## src/rtl/boot_pkg.sv

```systemverilog
package boot_pkg;

    typedef enum logic [1:0] {
        ST_HOLD  = 2'd0,
        ST_COUNT = 2'd1,
        ST_BOOT  = 2'd2,
        ST_FLAT  = 2'd3
    } boot_state_e;

    localparam logic [31:0] EIP_INIT      = 32'h0000_FFF0;
    localparam logic [15:0] CS_SEL_INIT   = 16'hF000;
    localparam logic [31:0] CS_BASE_INIT  = 32'hFFFF_0000;
    localparam logic [31:0] CS_LIMIT_INIT = 32'h0000_FFFF;
    localparam logic [31:0] EFLAGS_INIT   = 32'h0000_0002;
    localparam int          CR0_ET_POS    = 4;
    localparam int          DELAY_MIN     = 350;
    localparam int          DELAY_MAX     = 450;

    typedef struct packed {
        logic [31:0] eip;
        logic [15:0] cs_sel;
        logic [31:0] cs_base;
        logic [31:0] cs_limit;
        logic [15:0] ds_sel;
        logic [15:0] ss_sel;
        logic [15:0] es_sel;
        logic [15:0] fs_sel;
        logic [15:0] gs_sel;
        logic [31:0] eflags;
        logic [31:0] cr0;
        logic [31:0] edx;
        logic [31:0] eax;
    } arch_state_t;

endpackage

```

## src/rtl/boot_rst_sync.sv

```systemverilog
module boot_rst_sync #(
    parameter int STAGES = 2
) (
    input  logic clk,
    input  logic rst_in,
    output logic rst_out
);
    logic [STAGES-1:0] chain_q;

    always_ff @(posedge clk or posedge rst_in) begin
        if (rst_in) begin
            chain_q <= '1;
        end else begin
            chain_q <= {chain_q[STAGES-2:0], 1'b0};
        end
    end

    assign rst_out = chain_q[STAGES-1];
endmodule

```

## src/rtl/boot_delay_timer.sv

```systemverilog
module boot_delay_timer #(
    parameter int START_DELAY = 400
) (
    input  logic clk,
    input  logic rst,
    input  logic run,
    output logic done
);
    localparam int CNT_W = $clog2(START_DELAY + 1);
    localparam logic [CNT_W-1:0] LAST = CNT_W'(START_DELAY - 2);

    logic [CNT_W-1:0] cnt_q;

    always_ff @(posedge clk or posedge rst) begin
        if (rst) begin
            cnt_q <= '0;
        end else if (run && cnt_q != LAST) begin
            cnt_q <= cnt_q + 1'b1;
        end else if (!run) begin
            cnt_q <= '0;
        end
    end

    assign done = run && (cnt_q == LAST);
endmodule

```

## src/rtl/boot_arch_init.sv

```systemverilog
module boot_arch_init
    import boot_pkg::*;
#(
    parameter logic [31:0] ID_CODE = 32'h0000_0A5C
) (
    input  logic        clk,
    input  logic        rst,
    input  logic        load,
    input  logic        copro_new,
    input  logic        selftest_req,
    input  logic [31:0] selftest_sig,
    output arch_state_t arch
);
    arch_state_t init_val;

    always_comb begin
        init_val          = '0;
        init_val.eip      = EIP_INIT;
        init_val.cs_sel   = CS_SEL_INIT;
        init_val.cs_base  = CS_BASE_INIT;
        init_val.cs_limit = CS_LIMIT_INIT;
        init_val.eflags   = EFLAGS_INIT;
        init_val.cr0[CR0_ET_POS] = copro_new;
        init_val.edx      = ID_CODE;
        init_val.eax      = selftest_req ? selftest_sig : 32'h0;
    end

    always_ff @(posedge clk or posedge rst) begin
        if (rst) begin
            arch <= '0;
        end else if (load) begin
            arch <= init_val;
        end
    end
endmodule

```

## src/rtl/boot_seq.sv

```systemverilog
module boot_seq
    import boot_pkg::*;
#(
    parameter int          START_DELAY = 400,
    parameter int          SYNC_STAGES = 2,
    parameter logic [31:0] ID_CODE     = 32'h0000_0A5C
) (
    input  logic        clk,
    input  logic        rst_in,
    input  logic        copro_new,
    input  logic        selftest_req,
    input  logic [31:0] selftest_sig,
    input  logic        far_xfer,
    output logic        fetch_en,
    output logic        addr_hi_force,
    output logic [31:0] fetch_addr,
    output logic [31:0] eip,
    output logic [15:0] cs_sel,
    output logic [31:0] cs_base,
    output logic [31:0] cs_limit,
    output logic [15:0] ds_sel,
    output logic [15:0] ss_sel,
    output logic [15:0] es_sel,
    output logic [15:0] fs_sel,
    output logic [15:0] gs_sel,
    output logic [31:0] eflags,
    output logic [31:0] cr0,
    output logic [31:0] edx,
    output logic [31:0] eax
);
    if (START_DELAY < DELAY_MIN || START_DELAY > DELAY_MAX) begin : g_bad_delay
        $error("boot_seq: START_DELAY out of the 350..450 window");
    end
    if (SYNC_STAGES < 2) begin : g_bad_sync
        $error("boot_seq: SYNC_STAGES must be at least 2");
    end

    logic        rst_sync;
    logic        delay_done;
    logic        load;
    arch_state_t arch;

    boot_state_e state_q;
    boot_state_e state_d;

    boot_rst_sync #(
        .STAGES (SYNC_STAGES)
    ) u_sync (
        .clk     (clk),
        .rst_in  (rst_in),
        .rst_out (rst_sync)
    );

    boot_delay_timer #(
        .START_DELAY (START_DELAY)
    ) u_timer (
        .clk  (clk),
        .rst  (rst_sync),
        .run  (state_q == ST_COUNT),
        .done (delay_done)
    );

    boot_arch_init #(
        .ID_CODE (ID_CODE)
    ) u_init (
        .clk          (clk),
        .rst          (rst_sync),
        .load         (load),
        .copro_new    (copro_new),
        .selftest_req (selftest_req),
        .selftest_sig (selftest_sig),
        .arch         (arch)
    );

    always_comb begin
        state_d = state_q;
        unique case (state_q)
            ST_HOLD:  state_d = ST_COUNT;
            ST_COUNT: if (delay_done) state_d = ST_BOOT;
            ST_BOOT:  if (far_xfer)   state_d = ST_FLAT;
            ST_FLAT:  state_d = ST_FLAT;
            default:  state_d = ST_HOLD;
        endcase
    end

    always_ff @(posedge clk or posedge rst_sync) begin
        if (rst_sync) begin
            state_q <= ST_HOLD;
        end else begin
            state_q <= state_d;
        end
    end

    always_comb begin
        load          = 1'b0;
        fetch_en      = 1'b0;
        addr_hi_force = 1'b1;
        unique case (state_q)
            ST_HOLD:  ;
            ST_COUNT: load = delay_done;
            ST_BOOT:  fetch_en = 1'b1;
            ST_FLAT: begin
                fetch_en      = 1'b1;
                addr_hi_force = 1'b0;
            end
            default:  ;
        endcase
    end

    assign eip        = arch.eip;
    assign cs_sel     = arch.cs_sel;
    assign cs_base    = arch.cs_base;
    assign cs_limit   = arch.cs_limit;
    assign ds_sel     = arch.ds_sel;
    assign ss_sel     = arch.ss_sel;
    assign es_sel     = arch.es_sel;
    assign fs_sel     = arch.fs_sel;
    assign gs_sel     = arch.gs_sel;
    assign eflags     = arch.eflags;
    assign cr0        = arch.cr0;
    assign edx        = arch.edx;
    assign eax        = arch.eax;
    assign fetch_addr = arch.cs_base + arch.eip;
endmodule

```

## config.mk

```make
export PLATFORM = sky130hd
export DESIGN_NAME = boot_seq
export DESIGN_NICKNAME = d
export VERILOG_FILES = /design/src/rtl/boot_pkg.sv /design/src/rtl/boot_rst_sync.sv /design/src/rtl/boot_delay_timer.sv /design/src/rtl/boot_arch_init.sv /design/src/rtl/boot_seq.sv
export SDC_FILE = /design/constraint.sdc
export NUM_CORES = 1
export LEC_CHECK = 0
export BUFFER_PORTS_ARGS = -buffer_cell sky130_fd_sc_hd__clkbuf_2
export CAP_MARGIN = 20
export CELL_PAD_IN_SITES_DETAIL_PLACEMENT = 1
export CELL_PAD_IN_SITES_GLOBAL_PLACEMENT = 1
export CORE_AREA = 2 2 152 154
export DETAILED_ROUTE_END_ITERATION = 10
export DIE_AREA = 0 0 154 156
export GPL_ROUTABILITY_DRIVEN = 0
export PLACE_DENSITY_LB_ADDON = 0.2
export SLEW_MARGIN = 20
export SYNTH_ARGS = -nofsm -noshare
export SYNTH_HDL_FRONTEND = slang
export SYNTH_SLANG_ARGS = --single-unit
```

## constraint.sdc

```tcl
create_clock -name clk -period 4.6 [get_ports clk]
set_clock_uncertainty 0.05 [all_clocks]
set_input_delay 0.92 -clock clk [delete_from_list [all_inputs] [get_ports clk]]
set_output_delay 0.92 -clock clk [all_outputs]
set_load 0.02 [all_outputs]
```

* After elaboration in Yosys (flattened, before gate mapping) *
Index checks and enable logic that the tools add are counted.

operators by class
  reductions and logical operators = 5
  multiplexer cells = 9
  eq/ne operators = 8
  add/subtract/negate cells = 2

operators by type and width
  kind                                                             number
  32-bit 2-to-1 mux                                                1
  17-bit by 17-bit adder with 18-bit output                        1
  9-bit 2-to-1 mux                                                 2
  9-bit by 1-bit adder with 9-bit output, second input constant    1
  9-bit == test, second input constant                             1
  9-bit inequality test, second input constant                     1
  2-bit one-hot mux with 4 select lines                            1
  2-bit inequality test, second input constant                     3
  2-bit == test, second input constant                             2
  2-bit 2-to-1 mux                                                 2
  1-bit 2-to-1 mux                                                 3
  2-bit by 1-bit == test with 1-bit output, second input constant  1
  1-bit logical AND                                                2
  2-bit zero test                                                  1
  2-bit AND reduction                                              1
  2-bit OR reduction                                               1

storage, ports and cells
  output and inout port bits = 354
  flip-flop bits (word level) = 51
  input port bits = 37
  word-level logic and storage cells = 34

* Depth between registers and ports, before layout *
  depth in word-level cells = 4
  depth in mapped cells = 7
  mapped depth without buffers = 5

* By module *
A second synthesis with hierarchy kept.

unflattened totals
  cells, all modules = 691
  area, all modules = 5845.6 um2

by module, submodules not included
  module            instances  area each (um2)  cells an instance  sequential area each (um2)
  boot_arch_init    1          3373.2           365                850.8
  boot_seq          1          1893.1           269                50.0
  boot_delay_timer  1          519.2            53                 225.2
  boot_rst_sync     1          60.1             4                  52.6

* Least setup slack after synthesis *
No wires, ideal clock.

  kind = register to output
  start = register u_init.arch[34] (netlist name)
  end = output cs_base[17]
  data arrival time = 1.994 ns
  path buffers = 1
  stages on the path, launching flop included = 2
  required time = 3.630 ns
  path slack = 1.636 ns
  path through = dfrtp_1 -> buf_4

RTL lines
  element    RTL line        source
  to (decl)  boot_seq.sv:19  output logic [31:0] cs_base,

==> flow_summary.ini <==
[outcome]
status = finished, final reports clean

[detailed_routing]
drtAntennaViolNets = 0
wl_um = 8940
route.detailed.drc = 0
num_vias = 2666
vias_per_cell = 3.01
wl_per_cell_um = 10.1
dr.pass1.iters = 4
drt_iter0_markers = 49

[finish]
final_nets = 638
layout-drive-gt1-share_pct = 28.5
fill_cells = 2814
final_common_cell = conb_1
num_antenna_cells = 0
multi_input_area_mm2 = 0.00166
area_growth_pct = -6.52
final-seq-area_mm2 = 0.00118
final_cell_mix = conb_1 (237), clkbuf_2 (154), dfrtp_1 (44), nand2_1 (40), inv_1 (34)
postLayoutCoreUtil_pct = 19.1

[setup_path]
worstSetupStartpointType = register
cp_cell_sequence = clkbuf_2
r2r_start = u_timer.cnt_q[4]$_DFFE_PP0P_
cp.depth = 1
critPathBufInv = 1
critical_path_class = register to primary output
slowest_delay_ns = 0.85
required_ns = 3.63
worstPathArrival_ns = 1.49
slowest_stage = dfrtp_4
crit_fanout = 84
r2r_slack_ns = 2.30
crit_path_end_kind = primary output
crit_path_end = fetch_addr[5]
startpoint = u_init.arch[34]$_DFFE_PP0P_
cp_top_family = flip-flops
reg2reg_to = u_init.arch[9]$_DFFE_PP0P_
reg2regPathDepth = 4

[synthesis]
synth_compound_area_share_pct = 2.30
synth.yosys.warnings = 0
yosys.area.top_type = buf_4
synth-async-reset-ratio_pct = 100
yosys_register_bits = 47
synthMuxAreaShare_pct = 7.26
netlist_top_cells_area = buf_4 (52%), dfrtp_1 (25%), mux2i_1 (7.0%)
ys.flop_type = dfrtp_1
yosysUniqueCellTypes = 31
synth_edf_count = 0
synthXorXnorAreaFrac_pct = 0
yosysTopAreaCellShare_pct = 52.3
synth_top_family_by_area = buffers and inverters
synth_cells = 528
synthSimpleGateAreaFrac_pct = 6.74
syn_area_mm2 = 0.00457
ys_seq_area_share_pct = 25.8
syn_avg_cell_area_um2 = 8.65
synth_fa_ha_area_share_pct = 0.548

[clock_network]
numCtsBuffers = 5
cts_buffer_depth = 2
clkLatencyLatePin_ns = 0.29
cts_hold_buf = 0
htreeDepth = 2
cts_root_buffer = clkbuf_16
clkSlewWorstSetupHoldPaths_ns = 0.07
cts.sinks = 47
cts_tree = built
cts_setup_buffers = 0
cts_resized = 0

[power]
cellPowerDensity_mw_per_mm2 = 248
peakVddDrop_mv = 0.134
p_leak_nw = 2.38

[floorplanning]
start_util_pct = 20.4
rows = 55
design.die.area_mm2 = 0.0240
io_pins = 391
die_x_um = 154
placeableCoreArea_mm2 = 0.0224
die_y_um = 156

[timing]
worstMarginPinSlew_ns = 0.933
slew_viol_final = 0
hold_viol_final = 0
layout_setup_ws_ns = 2.14
post-route-period-util_pct = 53.5
grt_setup_unrepaired = no
whs_ns = 0.307
finalCriticalPeriod_ns = 2.46
setup_viol = 0
setup-tns-final_ns = 0
clock.fmax_mhz = 406
slew_headroom_pct = 36.9

[grt]
grt_pass1_vias = 2325
grt_pass1_wl_um = 12500
grt-ovfl-total = 0
track_usage_pct = 6.41
antenna_found_initial = 0
grt_start_max_net_pins = 85

[run]
drv_cap = 0

[place]
portBuffers = 154
pre_cts_slack_ns = 1.81
dp_hpwl_um = 7140

[hold_path]
hold_class = register to register
how the worst min path moves through the flow:
stage	startpoint	depth (start not counted)	slack (ns)	end
final	u_sync.chain_q[0]$_DFF_PP1_	0	0.31	u_sync.chain_q[1]$_DFF_PP1_
after global routing	u_sync.chain_q[0]$_DFF_PP1_	0	0.32	u_sync.chain_q[1]$_DFF_PP1_
after CTS	u_sync.chain_q[0]$_DFF_PP1_	0	0.31	u_sync.chain_q[1]$_DFF_PP1_
after detailed placement	u_sync.chain_q[0]$_DFF_PP1_	0	0.30	u_sync.chain_q[1]$_DFF_PP1_
after global placement	u_sync.chain_q[0]$_DFF_PP1_	0	0.30	u_sync.chain_q[1]$_DFF_PP1_
after floorplan	u_sync.chain_q[0]$_DFF_PP1_	0	0.30	u_sync.chain_q[1]$_DFF_PP1_
routing by layer:
metal | up-vias | wire length, um | track usage, %
li1 | 1214 | - | -
met1 | 1268 | 3060 | 6.76
met2 | 179 | 5130 | 13.1
met3 | 5 | 692 | 1.25
met4 | 0 | 61 | 1.20
met5 | - | 0 | 0
synthesized netlist by cell type (2+ instances only):
| cell type | n |
|---|---|
| nand4_1 | 2 |
| nand3_1 | 4 |
| clkbuf_1 | 7 |
| buf_4 | 318 |
| dfrtp_1 | 45 |
| a21oi_1 | 7 |
| buf_12 | 3 |
| dfstp_2 | 2 |
| inv_1 | 35 |
| mux2i_1 | 32 |
| o21ai_0 | 4 |
| ha_1 | 2 |
| nand2_1 | 40 |
| nor2_1 | 4 |
| or3_1 | 4 |
| nor3_1 | 4 |
final cells by class:
class                           instances  share of cell area, %
Clock buffer                            6                   3.02
Clock inverter                          2                  0.322
Inverter                               35                   3.11
Multi-Input combinational cell        353                   38.9
Sequential cell                        47                   27.7
Tap cell                              285                   8.35
Timing Repair Buffer                  157                   18.7
where the power goes:
| part | internal (W) | switching, W | total (W) |
|---|---|---|---|
| Combinational | 0.0000307 | 0.000229 | 0.000259 |
| Clock | 0.000202 | 0.000160 | 0.000362 |
| Sequential | 0.000430 | 0.00000889 | 0.000438 |
| Total | 0.000662 | 0.000398 | 0.00106 |
per-stage QoR:
step / instance area (um^2) / total power (W) / std cells
3_3_place_gp: 4110 / 0.000701 / 876
2_1_floorplan: 5450 / 0.000811 / 764
5_1_grt: 4270 / 0.00113 / 885
6_report: 4270 / 0.00106 / 885
4_1_cts: 4260 / 0.00108 / 884
3_5_place_dp: 4110 / 0.000703 / 876
cell families (layout without fill, tap and decap cells):
group	Yosys count	in the layout
buffers and inverters	364	200
adder cells (fa/ha/maj)	2	2
AND/OR/NAND/NOR	64	64
other	1	237
multiplexers	33	33
AO/OA/AOI/OAI	17	17
flip-flops	47	47
worst register-to-register path, delay by kind of cell, from the launching register on:
kind	cells	cell delay, ns
flip-flops	1	0.44
multiplexers	1	0.24
AND/OR/NAND/NOR	2	1.13
buffers and inverters	1	0.37
sequential cells by signal (all words and copies together), names as in the netlist:
register	cells
u_init.arch	34
u_timer.cnt_q	9
state_q	2
u_sync.chain_q	2
No activity file was read; power rests on OpenSTA's default activity.
